File: src/rtl/tap_pkg.sv
package tap_pkg;

  localparam int IR_W = 4;
  localparam int ID_W = 32;

  typedef enum logic [3:0] {
    ST_RESET, ST_IDLE,
    ST_DR_SEL, ST_DR_CAP, ST_DR_SHF, ST_DR_EX1, ST_DR_PAU, ST_DR_EX2, ST_DR_UPD,
    ST_IR_SEL, ST_IR_CAP, ST_IR_SHF, ST_IR_EX1, ST_IR_PAU, ST_IR_EX2, ST_IR_UPD
  } tap_state_t;

  typedef enum logic [1:0] {SEL_PASS, SEL_IDENT, SEL_CHAIN} dr_sel_t;

  localparam logic [IR_W-1:0] OP_EXT    = 4'h0;
  localparam logic [IR_W-1:0] OP_SMP    = 4'h1;
  localparam logic [IR_W-1:0] OP_LPS    = 4'h2;
  localparam logic [IR_W-1:0] OP_IDENT  = 4'h5;
  localparam logic [IR_W-1:0] OP_PASS   = 4'hF;
  localparam logic [IR_W-1:0] IR_CAPVAL = 4'b0001;

  function automatic tap_state_t tap_next(input tap_state_t s, input logic m);
    case (s)
      ST_RESET:  return m ? ST_RESET  : ST_IDLE;
      ST_IDLE:   return m ? ST_DR_SEL : ST_IDLE;
      ST_DR_SEL: return m ? ST_IR_SEL : ST_DR_CAP;
      ST_DR_CAP: return m ? ST_DR_EX1 : ST_DR_SHF;
      ST_DR_SHF: return m ? ST_DR_EX1 : ST_DR_SHF;
      ST_DR_EX1: return m ? ST_DR_UPD : ST_DR_PAU;
      ST_DR_PAU: return m ? ST_DR_EX2 : ST_DR_PAU;
      ST_DR_EX2: return m ? ST_DR_UPD : ST_DR_SHF;
      ST_DR_UPD: return m ? ST_DR_SEL : ST_IDLE;
      ST_IR_SEL: return m ? ST_RESET  : ST_IR_CAP;
      ST_IR_CAP: return m ? ST_IR_EX1 : ST_IR_SHF;
      ST_IR_SHF: return m ? ST_IR_EX1 : ST_IR_SHF;
      ST_IR_EX1: return m ? ST_IR_UPD : ST_IR_PAU;
      ST_IR_PAU: return m ? ST_IR_EX2 : ST_IR_PAU;
      ST_IR_EX2: return m ? ST_IR_UPD : ST_IR_SHF;
      default:   return m ? ST_DR_SEL : ST_IDLE;
    endcase
  endfunction

  function automatic dr_sel_t op_decode(input logic [IR_W-1:0] op);
    case (op)
      OP_EXT, OP_SMP, OP_LPS: return SEL_CHAIN;
      OP_IDENT:               return SEL_IDENT;
      default:                return SEL_PASS;
    endcase
  endfunction

  function automatic logic [ID_W-1:0] ident_word(input logic [3:0] ver);
    return {ver, 6'b000001, 10'b0000110000, 11'b00000001110, 1'b1};
  endfunction

endpackage

File: src/rtl/tap_fsm.sv
module tap_fsm
  import tap_pkg::*;
(
  input  logic       tck,
  input  logic       trst_n,
  input  logic       tms,
  output tap_state_t state
);
  always_ff @(posedge tck or negedge trst_n) begin
    if (!trst_n) state <= ST_RESET;
    else         state <= tap_next(state, tms);
  end
endmodule

File: src/rtl/tap_ir.sv
module tap_ir
  import tap_pkg::*;
(
  input  logic            tck,
  input  logic            trst_n,
  input  logic            tdi,
  input  tap_state_t      state,
  output logic            ir_lsb,
  output logic [IR_W-1:0] instr
);
  logic [IR_W-1:0] ir_sr;

  always_ff @(posedge tck or negedge trst_n) begin
    if (!trst_n)                 ir_sr <= '0;
    else if (state == ST_IR_CAP) ir_sr <= IR_CAPVAL;
    else if (state == ST_IR_SHF) ir_sr <= {tdi, ir_sr[IR_W-1:1]};
  end

  always_ff @(negedge tck or negedge trst_n) begin
    if (!trst_n)                 instr <= OP_IDENT;
    else if (state == ST_RESET)  instr <= OP_IDENT;
    else if (state == ST_IR_UPD) instr <= ir_sr;
  end

  assign ir_lsb = ir_sr[0];
endmodule

File: src/rtl/tap_dr.sv
module tap_dr
  import tap_pkg::*;
#(
  parameter int         CHAIN_LEN = 214,
  parameter logic [3:0] ID_VER    = 4'h2
) (
  input  logic                 tck,
  input  logic                 trst_n,
  input  logic                 tdi,
  input  tap_state_t           state,
  input  logic [IR_W-1:0]      instr,
  input  logic [CHAIN_LEN-1:0] chain_cap,
  output logic [CHAIN_LEN-1:0] chain_upd,
  output logic                 dr_lsb
);
  localparam logic [ID_W-1:0] ID_VAL = ident_word(ID_VER);

  dr_sel_t              sel;
  logic                 pass_q;
  logic [ID_W-1:0]      id_sr;
  logic [CHAIN_LEN-1:0] chain_sr;
  logic                 cap_ev, shf_ev, upd_ev;

  assign sel    = op_decode(instr);
  assign cap_ev = (state == ST_DR_CAP);
  assign shf_ev = (state == ST_DR_SHF);
  assign upd_ev = (state == ST_DR_UPD) && (sel == SEL_CHAIN);

  always_ff @(posedge tck or negedge trst_n) begin
    if (!trst_n) begin
      pass_q <= 1'b0;
      id_sr  <= '0;
    end else if (cap_ev) begin
      pass_q <= 1'b0;
      id_sr  <= ID_VAL;
    end else if (shf_ev) begin
      pass_q <= tdi;
      id_sr  <= {tdi, id_sr[ID_W-1:1]};
    end
  end

  always_ff @(posedge tck or negedge trst_n) begin
    if (!trst_n)                            chain_sr <= '0;
    else if (cap_ev && sel == SEL_CHAIN)    chain_sr <= chain_cap;
    else if (shf_ev && sel == SEL_CHAIN)    chain_sr <= {chain_sr[CHAIN_LEN-2:0], tdi};
  end

  always_ff @(negedge tck or negedge trst_n) begin
    if (!trst_n)     chain_upd <= '0;
    else if (upd_ev) chain_upd <= chain_sr;
  end

  always_comb begin
    case (sel)
      SEL_IDENT: dr_lsb = id_sr[0];
      SEL_CHAIN: dr_lsb = chain_sr[CHAIN_LEN-1];
      default:   dr_lsb = pass_q;
    endcase
  end
endmodule

File: src/rtl/jtag_tap_ctrl.sv
module jtag_tap_ctrl
  import tap_pkg::*;
#(
  parameter int         CHAIN_LEN = 214,
  parameter logic [3:0] ID_VER    = 4'h2
) (
  input  logic                 tck,
  input  logic                 trst_n,
  input  logic                 tms,
  input  logic                 tdi,
  input  logic [CHAIN_LEN-1:0] bsr_cap_i,
  output logic [CHAIN_LEN-1:0] bsr_upd_o,
  output logic                 tdo,
  output logic                 tdo_oe,
  output logic [IR_W-1:0]      cur_instr_o
);
  tap_state_t tap_state;
  logic       ir_lsb, dr_lsb;
  logic       in_shift_ir, in_shift_dr;

  assign in_shift_ir = (tap_state == ST_IR_SHF);
  assign in_shift_dr = (tap_state == ST_DR_SHF);

  tap_fsm u_fsm (
    .tck(tck), .trst_n(trst_n), .tms(tms), .state(tap_state)
  );

  tap_ir u_ir (
    .tck(tck), .trst_n(trst_n), .tdi(tdi), .state(tap_state),
    .ir_lsb(ir_lsb), .instr(cur_instr_o)
  );

  tap_dr #(.CHAIN_LEN(CHAIN_LEN), .ID_VER(ID_VER)) u_dr (
    .tck(tck), .trst_n(trst_n), .tdi(tdi), .state(tap_state),
    .instr(cur_instr_o), .chain_cap(bsr_cap_i), .chain_upd(bsr_upd_o),
    .dr_lsb(dr_lsb)
  );

  always_ff @(negedge tck or negedge trst_n) begin
    if (!trst_n) begin
      tdo    <= 1'b0;
      tdo_oe <= 1'b0;
    end else begin
      tdo_oe <= in_shift_ir || in_shift_dr;
      if (in_shift_ir)      tdo <= ir_lsb;
      else if (in_shift_dr) tdo <= dr_lsb;
      else                  tdo <= 1'b0;
    end
  end
endmodule

File: config.mk
export PLATFORM = sky130hd
export DESIGN_NAME = jtag_tap_ctrl
export DESIGN_NICKNAME = d
export VERILOG_FILES = /design/src/rtl/tap_pkg.sv /design/src/rtl/tap_fsm.sv /design/src/rtl/tap_ir.sv /design/src/rtl/tap_dr.sv /design/src/rtl/jtag_tap_ctrl.sv
export SDC_FILE = /design/constraint.sdc
export NUM_CORES = 1
export LEC_CHECK = 0
export ABC_CLOCK_PERIOD_IN_PS = 5870
export BUFFER_PORTS_ARGS = -buffer_cell sky130_fd_sc_hd__buf_2
export CAP_MARGIN = 20
export CORE_AREA = 5 5 189 191
export CTS_CLUSTER_DIAMETER = 200
export DETAILED_ROUTE_END_ITERATION = 6
export DIE_AREA = 0 0 194 196
export PLACE_DENSITY = 0.86
export SETUP_SLACK_MARGIN = 0.2
export SLEW_MARGIN = 25
export SYNTH_ARGS = -nofsm -noshare
export SYNTH_HDL_FRONTEND = slang
export SYNTH_SLANG_ARGS = --single-unit
File: constraint.sdc
create_clock -name tck -period 5.87 [get_ports tck]
set_input_delay 0 -clock tck [delete_from_list [all_inputs] [get_ports tck]]
set_output_delay 0 -clock tck [all_outputs]
set_load 0.005 [all_outputs]
==> qor.csv, run 1 <==
metric;value;unit
DRT iter0 DRCs;1446;
worst clock skew;0.0660;ns
initial antenna violation count;4;
worst rel slew slack;37.7;%
worst hold path class;input port to async pin;
Layout area overhead;32.6;%
Synth Area in XOR/XNOR;0.0456;%
clock latency on the worst-skew pair;0.60;ns
H-tree depth;2;
DP HPWL;34200;microns
mux contribution to synthesized area;12.6;%
RSZ-0062 raised after global routing;no;
Place WS;0.611;ns
net count after synthesis;1589;
die width;194;microns
fill count;1879;
area occupied by multi-input gates;0.00672;sq mm
Lkg Pwr;14.0;nW
largest net degree at the start of global routing;113;
Reg clk slew, reported paths;0.07;ns
Initial DRT Pass Iterations;5;
total negative slack;0;ns
Syn Area/Cell;14.0;sq um
via count;15800;
area share of the largest cell type after synthesis;33.1;%
Core Footprint;0.0339;sq mm
Starting Density;56.6;%
final worst slack;0.498;ns
die area;0.0380;sq mm
first-pass GRT wire length;98300;microns
Top Layer Used;met5;
Max-Cap Viols;0;
GP Congestion;0.848;
CP Max Fanout;80;
most used flip-flop cell after synthesis;dfrtp_1;
crit path cell chain;a211oi_1 > ha_1 > nor4bb_4 > buf_12 > and3_1 > a221o_1;
Die Y-Extent;196;microns
vias in the first global route;16800;
CTS Buffer Depth;3;
synthesized cell area;0.0192;sq mm
# clock sinks;474;
Max VDD drop;0.284;mV
Worst path max stage delay;0.55;ns
crit start category;flip-flop;
Layout Nets;2195;
largest family of logic cells by synthesized area;compound AO/OA/AOI/OAI gates;
max-slew violations;0;
vias per cell;6.40;
Critical Path Sink Type;flip-flop;
DRT Wirelength;62200;microns
Post-synth EDFFs;0;
met3 WL post-DR;5650;microns
Yosys Warn Count;0;
Synth area leaders;dfrtp_1 (33%), dfrtn_1 (28%), mux2_2 (13%);
Setup CP Type;flip-flop to flip-flop;
Cell Pwr Density;426;mW/mm^2
routed length per instance;25.2;microns
CTS Buf Count;47;
share of cells above drive strength 1;38.0;%
post-synthesis adder-cell area fraction;0.130;%
post-CTS sizing;0;
Worst EP required;6.37;ns
Cells after Synth;1369;
setup bufs post-CTS;0;
FF-to-FF Start;u_ir.instr[1];
Core Rows;68;
WL met2;31100;microns
Critical Path Slowest Stage Cell;nor4bb_4;
FFs w/ async S/R, synth;100;%
DRT antenna net count;0;
Netlist cell types;45;
CTS Root Buffer Type;clkbuf_16;
final setup vio count;0;
final hold violation count;0;
Slew @ Worst Pin;0.933;ns
slack of the worst reg-to-reg path;0.50;ns
Critical Path AT;5.87;ns
Worst R2R End;u_dr.chain_sr[98];
CTS tree;yes;
global route overflow;0;
Yosys top cell by area;dfrtp_1;
Worst R2R Path Depth;6;
Simple-Gate Fraction of Synth Area;8.26;%
gr usage total;32.1;%
Reg area;0.0119;sq mm
Ports;438;
Seq cells post-synth;474;
Compound-Gate Fraction of Synth Area;13.8;%
DRC;0;
port bufs;437;
hold_buf cts;217;
DRT met1 WL;22000;microns
status;completed;
Seq/Total Area, Yosys;61.7;%
cell families (layout without fill, tap and decap cells):
group / Yosys count / after routing
buffers and inverters: 140 / 783
xor gates and xnor gates: 1 / 1
and+or+nand+nor: 257 / 257
muxes: 215 / 215
other: 0 / 2
AOI/OAI and AO/OA: 280 / 280
DFF: 474 / 474
adders and majority gates: 2 / 2
sequential cells by signal (all words and copies together), names as in the netlist:
name,flops
u_fsm.state,4
u_dr.id_sr,32
u_ir.ir_sr,4
tdo,1
u_ir.instr,4
u_dr.chain_upd,214
tdo_oe,1
u_dr.chain_sr,214
cell type report:
type                    count  area share, %
flip-flops and latches    474           46.6
well taps                 455           2.23
multi-input cells         755           26.4
clock buffers              68           5.17
repair buffers            690           18.9
diodes                      2         0.0196
inverters                   5         0.0737
clock inverters            20          0.648
per-layer routing:
metal	global-route usage (%)	vias to the layer above
li1	-	6498
met1	39.5	7929
met2	54.0	1120
met3	7.30	253
met4	15.4	2
met5	0	-
worst max-delay path, delay by kind of cell (launching register included):
family          cells  cell delay, ns
simple gates        2            0.85
compound gates      2            0.46
flops               1            0.38
buf+inv             1            0.33
fa+ha+maj           1            0.29
through the flow:
step	std cells	power [W]	cell area (sq um)	utilization (%)	hold slack, ns
finish	2469	0.0108	25500	75.1	0.141
global placement	2162	0.00737	21800	64.2	0.115
CTS	2467	0.0106	25500	75.0	0.109
global route	2469	0.0113	25500	75.1	0.175
floorplan	1369	0.00649	19200	-	-0.296
detailed placement	2163	0.00758	21800	64.3	0.123
synth_stat cells, types with 2 or more instances:
library cell / number
dfrtp_1: 254
inv_1: 6
mux2_2: 215
nor2_1: 8
nor3b_1: 2
ha_1: 2
clkbuf_1: 53
nand2b_1: 2
and3_1: 216
dfstp_2: 2
nand3_1: 3
a22o_1: 24
a211oi_1: 3
a22oi_1: 3
a21oi_1: 4
a221oi_1: 2
clkbuf_2: 10
nor2b_1: 2
o22ai_1: 4
nand4_1: 2
o22a_1: 8
o21ai_0: 12
dfrtn_1: 218
nand2_1: 11
and3b_1: 2
a221o_1: 214
buf_2: 54
buf_4: 16
power breakdown:
group,switching (W),internal (W)
clock network,0.00129,0.00165
logic,0.00121,0.00136
registers,0.000980,0.00435
worst max-delay path by stage:
stage / to / slack [ns] / depth (start not counted) / from
finish: u_dr.chain_sr[98] / 0.50 / 6 / u_ir.instr[1]
global route: u_dr.chain_sr[98] / 0.44 / 6 / u_ir.instr[0]
CTS: u_dr.chain_sr[102] / 0.60 / 6 / u_ir.instr[1]
detailed placement: u_dr.chain_sr[153] / 0.61 / 6 / u_ir.instr[1]
global placement: u_dr.chain_sr[158] / 0.67 / 6 / u_ir.instr[1]
floorplan: u_dr.chain_sr[207] / 0.91 / 8 / u_ir.instr[1]
layout by cell type, fill, tap and decap left out, types with 4 or more instances in the layout:
master	n
inv_1	7
a221o_1	214
clkinv_1	4
clkbuf_1	16
o22a_1	8
nor2_1	8
nand2_1	11
o21ai_0	12
dfrtn_1	218
clkbuf_8	4
buf_4	22
buf_2	436
clkinv_2	6
a22o_1	24
clkbuf_16	48
buf_12	13
and3_1	215
dfrtp_1	253
dlygate4sd3_1	217
mux2_2	215
o22ai_1	4
a21oi_1	4
Power figures use the tool's default switching activity.
==> run 2: changes to the inputs <==
Settings changed: ABC_CLOCK_PERIOD_IN_PS 5870 to 6000, CORE_AREA 5 5 189 191 to 5 5 260 262, DIE_AREA 0 0 194 196 to 0 0 265 267, PLACE_DENSITY 0.86 to 0.51.
Clock period 5.87 ns to 6 ns, I/O delays scaled along.
==> qor.csv, run 2 (synthesis gave the netlist of run 1 again) <==
metric;value;unit;change
status;completed;;unchanged
die area;0.0708;sq mm;was 0.0380 sq mm
Die Y-Extent;267;microns;was 196 microns
H-tree depth;2;;unchanged
Initial DRT Pass Iterations;5;;unchanged
GP Congestion;0.806;;was 0.848
# clock sinks;474;;unchanged
DRC;0;;unchanged
max-slew violations;0;;unchanged
Lkg Pwr;14.2;nW;was 14.0 nW
CTS Root Buffer Type;clkbuf_16;;unchanged
vias in the first global route;15700;;was 16800
met1 global-route usage;21.4;%;was 39.5%
CTS Buffer Depth;3;;unchanged
hold_buf cts;217;;unchanged
Worst path max stage delay;0.38;ns;was 0.55 ns
worst clock skew;0.0621;ns;was 0.0660 ns
Slew @ Worst Pin;1.12;ns;was 0.933 ns
CTS Buf Count;53;;was 47
initial antenna violation count;0;;was 4
post-CTS sizing;0;;unchanged
CTS tree;yes;;unchanged
commonest non-fill, non-tap cell in the layout;buf_2;;unchanged
share of cells above drive strength 1;38.7;%;was 38.0%
Worst EP required;6.53;ns;was 6.37 ns
met3 Use GR;3.82;%;was 7.30%
Top Registers;u_dr.chain_sr x214, u_dr.chain_upd x214, u_dr.id_sr x32;;unchanged
first-pass GRT wire length;92400;microns;was 98300 microns
setup bufs post-CTS;0;;unchanged
RSZ-0062 raised after global routing;no;;unchanged
GRT Max-Usage Layer;met2;;unchanged
worst hold path class;input port to async pin;;unchanged
# diodes;0;;was 2
Sw Share;30.5;%;was 32.1%
start point of the critical path;u_ir.instr[1];;unchanged
Layout area overhead;37.1;%;was 32.6%
global route overflow;0;;unchanged
vias per cell;5.08;;was 6.40
fin util;40.4;%;was 75.1%
Switch Pwr;0.00328;W;was 0.00348 W
Max VDD drop;0.238;mV;was 0.284 mV
port bufs;437;;unchanged
Core Rows;94;;was 68
worst rel slew slack;25.6;%;was 37.7%
Cell Pwr Density;408;mW/mm^2;was 426 mW/mm^2
clock latency on the worst-skew pair;0.63;ns;was 0.60 ns
total negative slack;0;ns;unchanged
Ports;438;;unchanged
Setup CP Type;flip-flop to flip-flop;;unchanged
Pint;0.00747;W;was 0.00736 W
global routing usage on met2;26.4;%;was 54.0%
CP Max Fanout;85;;was 80
part of the power in registers;47.4;%;was 49.2%
Clk pwr share;30.2;%;was 27.2%
CP top delay family;simple AND/OR/NAND/NOR gates;;unchanged
DRT Wirelength;59200;microns;was 62200 microns
FF-to-FF Start;u_ir.instr[1];;unchanged
die width;265;microns;was 194 microns
final setup vio count;0;;unchanged
largest net degree at the start of global routing;234;;was 113
Critical Path Slowest Stage Cell;dfrtn_1;;was nor4bb_4
crit path cell chain;a211oi_1 > ha_1 > nor4bb_4 > buf_4 > buf_12 > and3_1 > a221o_1;;was a211oi_1 > ha_1 > nor4bb_4 > buf_12 > and3_1 > a221o_1
DRT antenna net count;0;;unchanged
final hold violation count;0;;unchanged
Max-Cap Viols;0;;unchanged
Critical Path AT;5.95;ns;was 5.87 ns
DRT iter0 DRCs;1023;;was 1446
most frequent cells in the layout;buf_2 (436), dfrtp_1 (253), dfrtn_1 (218), dlygate4sd3_1 (217);;unchanged
DP HPWL;37300;microns;was 34200 microns
Worst Path Buf+Inv;2;;was 1
via count;14700;;was 15800
Starting Density;29.5;%;was 56.6%
routed length per instance;20.4;microns;was 25.2 microns
Reg clk slew, reported paths;0.06;ns;was 0.07 ns
portion of total power attributed to combinational logic;22.4;%;was 23.7%
Core Footprint;0.0652;sq mm;was 0.0339 sq mm
gr usage total;16.1;%;was 32.1%
Layout Nets;2208;;was 2195
Critical Path Sink Type;flip-flop;;unchanged
crit start category;flip-flop;;unchanged
run 2: cell count changes in the layout (fill, tap and decap cells not counted), moves of 2 or more:
cell	before	now
clkinvlp_2	2	0
buf_12	13	16
clkbuf_16	48	53
buf_4	22	27
diode_2	2	0
clkinv_1	4	0
clkbuf_8	4	17
inv_6	2	0
clkbuf_1	16	19
run 2: power groups by stage:
stage	logic [W]	clock network, W	registers, W
6_report	0.00241	0.00325	0.00509
4_1_cts	0.00245	0.00336	0.00509
5_1_grt	0.00265	0.00348	0.00522
2_1_floorplan	0.00149	0.00000313	0.00486
3_3_place_gp	0.00226	0.00000313	0.00511
3_5_place_dp	0.00232	0.00000313	0.00513
run 2: final cells by class:
| class | count | area [sq um] |
|---|---|---|
| clock buffers | 89 | 1630 |
| clock inverters | 13 | 138 |
| fillers | 6190 | 38800 |
| inverters | 5 | 18.8 |
| multi-input cells | 755 | 6720 |
| flip-flops and latches | 474 | 11900 |
| well taps | 864 | 1080 |
| repair buffers | 697 | 4890 |
run 2: per-layer routing:
metal,share of wire [%],vias to the layer above,routed length (microns)
li1,-,6537,-
met1,44,7659,25800
met2,48,422,28300
met3,6.1,103,3600
met4,2.7,0,1570
met5,0,-,0
run 2: path summary, 6_finish.rpt:
path                       slack, ns  cells past startpoint                 end
max in group asynchronous       2.05                      3   u_dr.chain_upd[4]
setup reg to reg                0.59                      7   u_dr.chain_sr[74]
hold reg to reg                 0.44                      1  u_dr.chain_upd[95]
setup / recovery                0.59                      7   u_dr.chain_sr[74]
min in group tck                0.25                      4    u_dr.chain_sr[0]
hold / removal                  0.07                      2   u_dr.chain_sr[97]
run 2: through the flow:
stage / total power, W / worst slack [ns] / hold slack (ns) / instances / instance area, sq um
after global placement: 0.00737 / 0.646 / 0.119 / 2579 / 22400
after CTS: 0.0109 / 0.594 / 0.0811 / 2897 / 26300
final: 0.0108 / 0.586 / 0.0708 / 2897 / 26300
after floorplan: 0.00635 / 0.979 / -0.296 / 1369 / 19200
after detailed placement: 0.00745 / 0.600 / 0.127 / 2579 / 22400
after global routing: 0.0114 / 0.425 / 0.123 / 2897 / 26300
